`config.mk`:
```
export PLATFORM = sky130hd
export DESIGN_NAME = lpp_port_parity
export DESIGN_NICKNAME = d
export VERILOG_FILES = /design/src/rtl/lpp_pkg.sv /design/src/rtl/lpp_tree.sv /design/src/rtl/lpp_flag.sv /design/src/rtl/lpp_out.sv /design/src/rtl/lpp_port_parity.sv
export SDC_FILE = /design/constraint.sdc
export NUM_CORES = 1
export LEC_CHECK = 0
export BUFFER_PORTS_ARGS = -buffer_cell sky130_fd_sc_hd__buf_2
export CAP_MARGIN = 20
export CORE_ASPECT_RATIO = 0.9
export CORE_MARGIN = 4
export CORE_UTILIZATION = 35
export DETAILED_ROUTE_END_ITERATION = 7
export GPL_TIMING_DRIVEN = 1
export PLACE_DENSITY = 0.68
export SETUP_SLACK_MARGIN = 0.5
export SLEW_MARGIN = 30
export SYNTH_ARGS = -nofsm -noshare
export SYNTH_HDL_FRONTEND = slang
export SYNTH_SLANG_ARGS = --single-unit
export TNS_END_PERCENT = 100
```
`constraint.sdc`:
```
create_clock -name clk -period 3.8 [get_ports clk]
set_clock_uncertainty 0.1 [all_clocks]
set_input_delay 0.38 -clock clk [delete_from_list [all_inputs] [get_ports clk]]
set_output_delay 0.38 -clock clk [all_outputs]
set_load 0.02 [all_outputs]
```
`src/rtl/lpp_pkg.sv`:
```
package lpp_pkg;

    parameter int unsigned LANES_DEF = 4;
    parameter int unsigned DBITS_DEF = 8;

    typedef enum logic [1:0] {
        SRC_HOLD = 2'd0,
        SRC_FIFO = 2'd1,
        SRC_MAIL = 2'd2
    } rd_src_e;

    typedef struct packed {
        logic cs_n;
        logic rw_wr;
        logic en;
        logic mb_sel;
        logic par_gen;
        logic odd_sel;
    } port_ctl_t;

    // Parity bit that makes a lane meet the selected sense, given the XOR of its data bits.
    function automatic logic gen_bit(input logic low_xor, input logic odd);
        return odd ? ~low_xor : low_xor;
    endfunction

    // Lane verdict from the XOR of all nine bits.
    function automatic logic lane_pass(input logic nine_xor, input logic odd);
        return odd ? nine_xor : ~nine_xor;
    endfunction

endpackage

```
`src/rtl/lpp_tree.sv`:
```
module lpp_tree #(
    parameter int unsigned LANES = lpp_pkg::LANES_DEF,
    parameter int unsigned DBITS = lpp_pkg::DBITS_DEF,
    localparam int unsigned LW   = DBITS + 1,
    localparam int unsigned W    = LANES * LW
) (
    input  logic [W-1:0]     word,
    output logic [LANES-1:0] low_x,
    output logic [LANES-1:0] nine_x
);
    for (genvar l = 0; l < LANES; l++) begin : g_lane
        logic [DBITS-1:0] data_bits;
        assign data_bits = word[l*LW +: DBITS];
        assign low_x[l]  = ^data_bits;
        assign nine_x[l] = low_x[l] ^ word[l*LW + DBITS];
    end
endmodule

```
`src/rtl/lpp_flag.sv`:
```
module lpp_flag #(
    parameter int unsigned LANES = lpp_pkg::LANES_DEF
) (
    input  logic             clk,
    input  logic             rst,
    input  logic [LANES-1:0] nine_x,
    input  logic             odd_sel,
    input  logic             share,
    output logic             perr_n
);
    import lpp_pkg::*;

    logic [LANES-1:0] pass;
    logic             all_pass;

    for (genvar l = 0; l < LANES; l++) begin : g_pass
        assign pass[l] = lane_pass(nine_x[l], odd_sel);
    end
    assign all_pass = &pass;

    always_ff @(posedge clk) begin
        if (rst)
            perr_n <= 1'b1;
        else
            perr_n <= share ? 1'b1 : all_pass;
    end

    AST_FLAG_RESET: assert property (@(posedge clk) rst |=> perr_n);
    AST_SHARE_HOLDS_FLAG: assert property (@(posedge clk) disable iff (rst)
        share |=> perr_n);
endmodule

```
`src/rtl/lpp_out.sv`:
```
module lpp_out #(
    parameter int unsigned LANES = lpp_pkg::LANES_DEF,
    parameter int unsigned DBITS = lpp_pkg::DBITS_DEF,
    localparam int unsigned LW   = DBITS + 1,
    localparam int unsigned W    = LANES * LW
) (
    input  logic              clk,
    input  logic              rst,
    input  lpp_pkg::rd_src_e  src,
    input  logic [W-1:0]      fifo_word,
    input  logic [W-1:0]      mail_word,
    input  logic [LANES-1:0]  fifo_low_x,
    input  logic [LANES-1:0]  mail_low_x,
    input  logic              par_gen,
    input  logic              odd_sel,
    output logic [W-1:0]      rd_word
);
    import lpp_pkg::*;

    logic [W-1:0]     src_word;
    logic [LANES-1:0] src_low_x;
    logic [W-1:0]     next_word;

    always_comb begin
        src_word  = fifo_word;
        src_low_x = fifo_low_x;
        if (src == SRC_MAIL) begin
            src_word  = mail_word;
            src_low_x = mail_low_x;
        end
    end

    for (genvar l = 0; l < LANES; l++) begin : g_sub
        assign next_word[l*LW +: DBITS] = src_word[l*LW +: DBITS];
        assign next_word[l*LW + DBITS]  = par_gen ? gen_bit(src_low_x[l], odd_sel)
                                                  : src_word[l*LW + DBITS];

        AST_GEN_LANE_OK: assert property (@(posedge clk) disable iff (rst)
            (src != SRC_HOLD && par_gen) |=>
            (lane_pass(^rd_word[l*LW +: LW], $past(odd_sel))));
    end

    always_ff @(posedge clk) begin
        if (rst)
            rd_word <= '0;
        else if (src != SRC_HOLD)
            rd_word <= next_word;
    end

    AST_HOLD_STABLE: assert property (@(posedge clk) disable iff (rst)
        (src == SRC_HOLD) |=> $stable(rd_word));
    AST_RAW_LOAD: assert property (@(posedge clk) disable iff (rst)
        (src == SRC_FIFO && !par_gen) |=> (rd_word == $past(fifo_word)));
    AST_RAW_MAIL: assert property (@(posedge clk) disable iff (rst)
        (src == SRC_MAIL && !par_gen) |=> (rd_word == $past(mail_word)));
endmodule

```
`src/rtl/lpp_port_parity.sv`:
```
module lpp_port_parity #(
    parameter int unsigned LANES = lpp_pkg::LANES_DEF,
    parameter int unsigned DBITS = lpp_pkg::DBITS_DEF,
    localparam int unsigned LW   = DBITS + 1,
    localparam int unsigned W    = LANES * LW
) (
    input  logic         clk,
    input  logic         rst,
    input  logic         cs_n,
    input  logic         rw_wr,
    input  logic         en,
    input  logic         mb_sel,
    input  logic         par_gen,
    input  logic         odd_sel,
    input  logic [W-1:0] bus_in,
    input  logic [W-1:0] fifo_word,
    input  logic         fifo_valid,
    input  logic [W-1:0] mail_word,
    output logic [W-1:0] wr_word,
    output logic [W-1:0] rd_word,
    output logic         perr_n
);
    import lpp_pkg::*;

    port_ctl_t        ctl;
    logic             rd_sel;
    logic             mail_rd;
    logic             share;
    rd_src_e          src;
    logic [W-1:0]     shared_in;
    logic [LANES-1:0] sh_low_x, sh_nine_x;
    logic [LANES-1:0] ff_low_x, ff_nine_x;

    assign ctl = '{cs_n: cs_n, rw_wr: rw_wr, en: en, mb_sel: mb_sel,
                   par_gen: par_gen, odd_sel: odd_sel};

    assign rd_sel  = !ctl.cs_n && !ctl.rw_wr && ctl.en;
    assign mail_rd = rd_sel && ctl.mb_sel;
    assign share   = mail_rd && ctl.par_gen;

    always_comb begin
        src = SRC_HOLD;
        if (mail_rd)
            src = SRC_MAIL;
        else if (rd_sel && fifo_valid)
            src = SRC_FIFO;
    end

    // Inbound data reaches storage untouched.
    assign wr_word = bus_in;

    // Check trees are borrowed for mail parity generation.
    assign shared_in = share ? mail_word : bus_in;

    lpp_tree #(.LANES(LANES), .DBITS(DBITS)) u_shared_tree (
        .word   (shared_in),
        .low_x  (sh_low_x),
        .nine_x (sh_nine_x)
    );

    lpp_tree #(.LANES(LANES), .DBITS(DBITS)) u_fifo_tree (
        .word   (fifo_word),
        .low_x  (ff_low_x),
        .nine_x (ff_nine_x)
    );

    lpp_flag #(.LANES(LANES)) u_flag (
        .clk     (clk),
        .rst     (rst),
        .nine_x  (sh_nine_x),
        .odd_sel (ctl.odd_sel),
        .share   (share),
        .perr_n  (perr_n)
    );

    lpp_out #(.LANES(LANES), .DBITS(DBITS)) u_out (
        .clk        (clk),
        .rst        (rst),
        .src        (src),
        .fifo_word  (fifo_word),
        .mail_word  (mail_word),
        .fifo_low_x (ff_low_x),
        .mail_low_x (sh_low_x),
        .par_gen    (ctl.par_gen),
        .odd_sel    (ctl.odd_sel),
        .rd_word    (rd_word)
    );

    AST_FLAG_TRACKS_BUS: assert property (@(posedge clk) disable iff (rst)
        !share |=> (perr_n == $past((^bus_in[8:0]   == odd_sel) && (^bus_in[17:9]  == odd_sel) &&
                                    (^bus_in[26:18] == odd_sel) && (^bus_in[35:27] == odd_sel))));
endmodule

```
==> results.toml, run 1 <==
[setup_path]
worstSetupStartpointType = "primary input"
worstPathArrival_ns = 1.93
timing_worst_setup_path_type = "primary input to flop"
critical_path.max_fanout = 2
required_ns = 3.92
endpoint_kind = "flop"

[placed_design]
place_hpwl_um = 7620
gp_congestion = 0.787
place_inst = 647
place_ws_ns = 1.65
port_buffers = 189
placement.cell_area_um2 = 3880

[grt]
grt_max_degree = 43
grt_usage = 0.168
antenna_found_initial = 0
grt_first_pass_wirelength_um = 14500
grt_overflow_total = 0
grt_pass1_vias = 3015

[timing]
slew_violations = 0
min_period_over_period = 0.476
worstMarginPinSlew_ns = 0.698
hold_viol = 0
period_minus_slack_ns = 1.81
whs_ns = 0.309
fin_setup_tns_ns = 0
finalSetupViolations = 0
final.setup.worst_slack_ns = 1.99
rsz0062_at_grt = "no"
fmax_ghz = 0.553
relSlewSlack = 0.535

[final_layout]
nFillCells = 854
layout-drive-gt1-share = 0.384
utilization = 0.461
design_area_um2 = 3990
syn_to_final_growth_pct = 27.7
multiInputGateArea_um2 = 2020
stdcell_count = 655
area.sequential_um2 = 741
fin_nets = 652
diodes = 0

[logic_synthesis]
synth_cells = 395
yosysWarnings = 0
synth.distinct_cells = 32
ys_ff_latch = 37
syn_avg_cell_area_um2 = 7.90
syn_area_um2 = 3120
synthesis.nets = 512
ys_seq_area_frac = 0.237

[detailed_routing]
wl_um = 9390
maxUsedRoutingLayer = "met4"
viasPerCell = 4.72
vias = 3091
drtIter0Drc = 101
route.detailed.drc = 0
drtPass1Iterations = 5
route.met3.wl_um = 730
met1_length_um = 3780
dr_wl_met2_um = 4770
wl_per_cell_um = 14.3
antenna_left = 0

[floorplanning]
rows = 32
die_x_um = 108
io_pins = 190
dieArea_um2 = 10500
coreArea_um2 = 8650
die_y_um = 97.6
start_util = 0.361

[clock_tree]
cts_buffers = 5
ctsHoldBuffers = 0
cts-resized-gates = 0
cts_tree = "built"
cts_setup_buffers = 0
cts.sinks = 37
clkLatencyLatePin_ns = 0.28
clk_pin_slew_ns = 0.08
root_buffer = "clkbuf_8"
h-tree-depth = 2
clockBufferDepth = 2

[pwr]
p_leak_nw = 1.90
ir_drop_mv = 0.132
power.density_nw_per_um2 = 327
power_mw = 1.30

[outcome]
status = "complete, no violations"

[flow_run]
drv_cap = 0

[worst_hold_path]
hp-class = "primary input to flop"
==> cells by family after synthesis <==
logic type / count (synthesis) / share of synthesized area
AOI/OAI and AO/OA: 75 / 0.138
muxes: 9 / 0.0329
buffers and inverters: 61 / 0.117
DFF: 37 / 0.237
and+or+nand+nor: 119 / 0.180
xor gates and xnor gates: 94 / 0.294
==> final cells by class <==
cell class / count / area share
tap: 119 / 0.0373
multi-input combinational: 297 / 0.506
sequential: 37 / 0.186
clock inverter: 1 / 0.00220
inverter: 2 / 0.00188
timing repair buffer: 192 / 0.243
clock buffer: 7 / 0.0242
==> placed cells by master (no fill, tap or decap), types with 3 or more instances in the layout <==
master / count
a21oi_1: 36
buf_2: 189
buf_4: 3
clkbuf_8: 7
dfxtp_1: 37
mux2i_1: 8
nand2_1: 10
nand3_1: 4
nor2_1: 68
nor2b_1: 29
o22ai_1: 32
xnor2_1: 76
xnor3_1: 4
xor2_1: 11
==> per-layer routing <==
layer  vias up  track usage
met3        12       0.0339
li1       1551            -
met4         0       0.0379
met2       144        0.310
met5         -            0
met1      1384        0.197
==> power by group <==
part	switching, mW	leakage (nW)	internal (mW)
registers	0.0101	0.302	0.407
logic	0.291	1.54	0.282
clock network	0.146	0.0549	0.168
==> critical path, cell delays in order <==
cell	delay [ns]
buf_2	0.11
xor2_1	0.16
xnor2_1	0.32
xor3_2	0.41
mux2i_1	0.17
and4_1	0.22
mux2i_1	0.07
nand3b_1	0.08
==> worst paths after layout <==
path / slack [ns] / startpoint / end / cells after the start
max: 1.99 / mail_word[14] / u_flag.perr_n$_SDFF_PP1_ / 8
min: 0.31 / par_gen / u_out.rd_word[8]$_SDFFE_PP0P_ / 3
max reg2reg: 3.00 / u_out.rd_word[8]$_SDFFE_PP0P_ / u_out.rd_word[8]$_SDFFE_PP0P_ / 2
min reg2reg: 0.35 / u_out.rd_word[26]$_SDFFE_PP0P_ / u_out.rd_word[26]$_SDFFE_PP0P_ / 2
==> state kept, by name (all words and copies together) (netlist names) <==
| register | count |
|---|---|
| u_out.rd_word | 36 |
| u_flag.perr_n | 1 |
==> synth_stat cells (all sizes together) <==
cell | instances | area [um2]
a211oi | 2 | 15.0
nand2 | 10 | 37.5
o211ai | 1 | 7.51
a211o | 1 | 8.76
a31oi | 1 | 6.26
nor2b | 29 | 181
buf | 39 | 284
o22ai | 32 | 200
dfxtp | 37 | 741
clkbuf | 20 | 75.1
xnor3 | 4 | 90.1
and2b | 3 | 23.8
a311oi | 1 | 8.76
nand3 | 4 | 20.0
xor2 | 11 | 96.3
xor3 | 2 | 48.8
nor2 | 69 | 259
and4 | 1 | 8.76
nor3b | 1 | 18.8
a21oi | 36 | 180
mux2i | 8 | 80.1
o21ai | 1 | 5.00
inv | 2 | 7.51
mux4 | 1 | 22.5
nand3b | 1 | 7.51
xnor2 | 77 | 682
and3 | 1 | 6.26
Note: power is estimated with default switching activity, not from simulation.
==> run 2: changes to the inputs <==
clock period = 1.9 ns   (was 3.8 ns; I/O delays follow)
==> results.toml, run 2 (synthesis results as in run 1) <==
[outcome]
status = "complete, no violations"

[final_layout]
regMostFlops = "u_out.rd_word"
final_common_cell = "buf_2"
syn_to_final_growth_pct = 43.8
layout-drive-gt1-share = 0.463
reg_top3 = "u_out.rd_word: 36 flops, u_flag.perr_n: 1 flops"
fin_nets = 660
layout_common_cells = "buf_2, nor2_1, xnor2_1"
largest_reg_flops = 36
stdcell_count = 664

[clock_tree]
h-tree-depth = 2
cts.sinks = 37
clockBufferDepth = 2
root_buffer = "clkbuf_8"
cts_tree = "built"
cts_buffers = 5
clkLatencyLatePin_ns = 0.29
clk_pin_slew_ns = 0.07

[floorplanning]
start_util = 0.361
dieArea_um2 = 10500
io_pins = 190
die_x_um = 108
rows = 32
coreArea_um2 = 8650
die_y_um = 97.6

[setup_path]
endpoint_kind = "flop"
critPathSlowestCell = "xnor3_1"
max_stage_delay_ns = 0.44
required_ns = 1.96
worstSetupStartpointType = "primary input"
cp_num_buf_inv = 1
timing_worst_setup_path_type = "primary input to flop"
worstPathArrival_ns = 1.66
critical_path.max_fanout = 2
path_cells = "buf_2 -> xnor2_2 -> xnor3_1 -> xnor2_2 -> mux2i_1 -> and4_1 -> mux2i_1 -> nand3b_1"
crit_family = "XOR/XNOR gates"

[timing]
finalSetupViolations = 0
relSlewSlack = 0.529
fmax_ghz = 0.625
whs_ns = 0.133
fin_setup_tns_ns = 0
rsz0062_at_grt = "yes"
slew_violations = 0
hold_viol = 0
worstMarginPinSlew_ns = 0.706
period_minus_slack_ns = 1.60
min_period_over_period = 0.842

[pwr]
p_leak_nw = 2.15
power_mw = 2.78
ir_drop_mv = 0.300
power.density_nw_per_um2 = 620

[detailed_routing]
wl_per_cell_um = 14.9
route.detailed.drc = 0
antenna_left = 0
vias = 3158
wl_um = 9890
drtPass1Iterations = 4
drtIter0Drc = 111
viasPerCell = 4.76

[grt]
grt_overflow_total = 0
grt_max_degree = 41
grt_usage = 0.174
grt_pass1_vias = 3073
antenna_found_initial = 0
grt_first_pass_wirelength_um = 14700

[placed_design]
place_inst = 652
port_buffers = 189
place_hpwl_um = 7780
gp_congestion = 0.719

[worst_hold_path]
hp-class = "primary input to flop"

[flow_run]
drv_cap = 0
## run 2: cell count changes in the layout (fill, tap and decap cells not counted), moves of 2 or more
cell      change
xnor2_1      -31
xnor2_2      +25
buf_2        -15
buf_6        +12
buf_4         +8
xnor2_4       +6
xor2_1        -3
xor2_2        +3
buf_8         +2
clkbuf_8      -2
mux2i_1       -2
mux2i_2       +2
## run 2: worst min-delay path, delay by kind of cell
family | cells | cell delay [ns]
buffers and inverters | 1 | 0.14
AO/OA/AOI/OAI | 1 | 0.07
AND/OR/NAND/NOR | 1 | 0.07
## run 2: stage by stage
stage	instance area [um2]	setup slack, ns	util
after floorplan	3200	0.303	-
after global placement	4000	-0.0129	0.462
after detailed placement	4000	-0.0408	0.462
after CTS	4240	0.332	0.490
after global routing	4490	0.277	0.519
final	4490	0.299	0.519
## run 2: per-layer routing
layer,global-route usage,share of wire,vias up,wire length (um)
met5,0,0,-,0
met2,0.317,0.51,134,5060
li1,-,-,1569,-
met4,0.0437,0.011,0,107
met3,0.0359,0.081,10,800
met1,0.205,0.40,1445,3920
## run 2: final timing paths
check | from | endpoint | slack [ns] | depth (start not counted)
max | bus_in[5] | u_flag.perr_n$_SDFF_PP1_ | 0.30 | 8
min | par_gen | u_out.rd_word[8]$_SDFFE_PP0P_ | 0.13 | 3
max reg2reg | u_out.rd_word[8]$_SDFFE_PP0P_ | u_out.rd_word[8]$_SDFFE_PP0P_ | 1.10 | 2
min reg2reg | u_out.rd_word[17]$_SDFFE_PP0P_ | u_out.rd_word[17]$_SDFFE_PP0P_ | 0.35 | 2
## run 2: area by class of cell
type | count | area (um2)
inverters | 2 | 7.51
diodes | 1 | 2.50
flip-flops and latches | 37 | 741
well taps | 119 | 149
clock buffers | 5 | 68.8
fillers | 830 | 4160
multi-input cells | 297 | 2360
clock inverters | 3 | 21.3
repair buffers | 200 | 1140
## run 2: timing repair
item / in CTS / in global routing
setup buffers: 3 / 0
gates resized for setup: 20 / 49
endpoints found under the setup margin: 5 / 5
endpoints found under the hold margin: 0 / 0
hold buffers: 0 / 0
pin swaps: 15 / 30
## run 2: where the power goes
part,internal [mW],leakage (nW),total (mW),switching [mW]
registers,0.815,0.302,0.834,0.0200
clock network,0.261,0.0445,0.578,0.318
logic,0.706,1.80,1.37,0.663
==> run 3: changes to the inputs <==
PLACE_DENSITY = 0.71   (was 0.68)
clock period = 1.4 ns   (was 1.9 ns; I/O delays follow)
==> results.toml, run 3 (synthesis results as in run 1) <==
[outcome]
status = "finished, violations left"
violations = "negative setup slack"

[timing]
min_period_over_period = 1.04
slew_violations = 0
fmax_ghz = 0.689
rsz0062_at_grt = "yes"
fin_setup_tns_ns = -0.0522
hold_viol = 0
finalSetupViolations = 1
whs_ns = 0.157
worstMarginPinSlew_ns = 0.296
relSlewSlack = 0.802
final.setup.worst_slack_ns = -0.0522
period_minus_slack_ns = 1.45

[setup_path]
timing_worst_setup_path_type = "primary input to flop"
crit_family = "XOR/XNOR gates"
r2r-end = "u_out.rd_word[34]$_SDFFE_PP0P_"
max_stage_delay_ns = 0.29
r2r_slack_ns = 0.49
reg2regPathDepth = 3
worstPathArrival_ns = 1.58
required_ns = 1.52
endpoint_kind = "flop"
critPathSlowestCell = "xnor2_2"
cp_num_buf_inv = 1
path_cells = "buf_2 -> xnor2_2 -> xnor2_2 -> xnor3_1 -> mux2i_2 -> and4_1 -> mux2i_1 -> nand3b_1"
critical_path.max_fanout = 2
crit_path_frequent_cell = "xnor2_2"
timing.rr.start = "u_out.rd_word[34]$_SDFFE_PP0P_"
worstSetupStartpointType = "primary input"

[final_layout]
largest_reg_flops = 36
nFillCells = 619
diodes = 0
utilization = 0.723
area.sequential_um2 = 791
reg_top3 = "u_out.rd_word: 36 flops, u_flag.perr_n: 1 flops"
regMostFlops = "u_out.rd_word"
multiInputGateArea_um2 = 2840
fin_nets = 740
syn_to_final_growth_pct = 100
layout_common_cells = "buf_2, buf_6, nor2_1, buf_4, xnor2_2"
final_common_cell = "buf_2"
layout-drive-gt1-share = 0.683

[floorplanning]
die_x_um = 108
coreArea_um2 = 8650
dieArea_um2 = 10500
die_y_um = 97.6
rows = 32
io_pins = 190
start_util = 0.361

[clock_tree]
clkLatencyLatePin_ns = 0.29
h-tree-depth = 2
cts.sinks = 37
clockBufferDepth = 2
ctsHoldBuffers = 0
cts_tree = "built"
clk_pin_slew_ns = 0.08
root_buffer = "clkbuf_8"
cts_buffers = 5

[placed_design]
place_hpwl_um = 7980
place_ws_ns = -0.487
gp_congestion = 0.796
port_buffers = 189

[worst_hold_path]
hp-class = "primary input to flop"
hold_start = "fifo_word[26]"
whs_path_depth = 5
holdPathEnd = "u_out.rd_word[26]$_SDFFE_PP0P_"

[grt]
antenna_found_initial = 0
grt_first_pass_wirelength_um = 18200
grt_usage = 0.219
grt_max_degree = 38
grt_overflow_total = 0
grt_pass1_vias = 3653

[detailed_routing]
wl_um = 12700
vias = 3630
route.detailed.drc = 0
antenna_left = 0
drtPass1Iterations = 4
viasPerCell = 4.89
drtIter0Drc = 111
wl_per_cell_um = 17.0

[pwr]
intPower_mw = 2.86
power_frac_seq = 0.264
netSwitchingPower_mw = 1.52
p_leak_nw = 2.94
p_sw_frac = 0.347
ir_drop_mv = 0.439
p_clk_frac = 0.184
power.density_nw_per_um2 = 701
p_comb_frac = 0.552

[flow_run]
drv_cap = 0
run 3: cell types whose count changed in the layout (fill, tap and decap cells not counted), moves of 12 or more:
cell / delta
xnor2_1: -12
dfxtp_2: +34
o22ai_2: +20
dfxtp_1: -36
o22ai_4: +12
buf_6: +60
buf_2: -53
o22ai_1: -32
buf_4: +54
run 3: power groups by stage:
stage	clock network (mW)	logic, mW	registers (mW)
6_report	0.806	2.42	1.16
3_3_place_gp	0	1.72	1.16
3_5_place_dp	0	1.75	1.16
5_1_grt	0.873	2.57	1.16
2_1_floorplan	0	1.16	1.22
4_1_cts	0.824	2.16	1.16
run 3: metrics by stage:
step	std cells	total power [mW]	instance area (um2)
after global placement	687	2.87	4390
after global routing	743	4.61	6250
final	743	4.38	6250
after detailed placement	687	2.90	4390
after floorplan	395	2.38	3390
after CTS	723	4.14	5710
run 3: worst max-delay path by stage:
stage,depth (start not counted),slack (ns),start,to
2_1_floorplan,8,-0.15,odd_sel,u_out.rd_word[17]$_SDFFE_PP0P_
3_3_place_gp,8,-0.43,mail_word[1],u_flag.perr_n$_SDFF_PP1_
3_5_place_dp,8,-0.49,mail_word[1],u_flag.perr_n$_SDFF_PP1_
4_1_cts,8,-0.05,bus_in[23],u_flag.perr_n$_SDFF_PP1_
5_1_grt,8,-0.12,bus_in[23],u_flag.perr_n$_SDFF_PP1_
6_report,8,-0.05,mail_word[23],u_flag.perr_n$_SDFF_PP1_
run 3: worst min-delay path: stages:
cell and delay, ns:
buf_2 0.10, nand2_1 0.05, nand3_1 0.07, o211ai_1 0.09
a21oi_1 0.06
run 3: what timing repair did:
item	CTS	global route
buffers inserted	19	19
gates resized for setup	228	69
pin swaps	48	43
cloned	9	1
setup endpoints to repair	74	74
run 3: cell type report:
type,instances,area share
Tap cell,119,0.0238
Clock buffer,6,0.0132
Timing Repair Buffer,280,0.379
Clock inverter,2,0.00220
Multi-Input combinational cell,297,0.454
Inverter,2,0.00120
Sequential cell,37,0.126
run 3: metal layers:
| metal | track usage | wire, um | vias up |
|---|---|---|---|
| met2 | 0.407 | 6810 | 160 |
| met3 | 0.0505 | 970 | 20 |
| met5 | 0 | 0 | - |
| met1 | 0.243 | 4620 | 1712 |
| met4 | 0.0660 | 260 | 0 |
| li1 | - | - | 1738 |
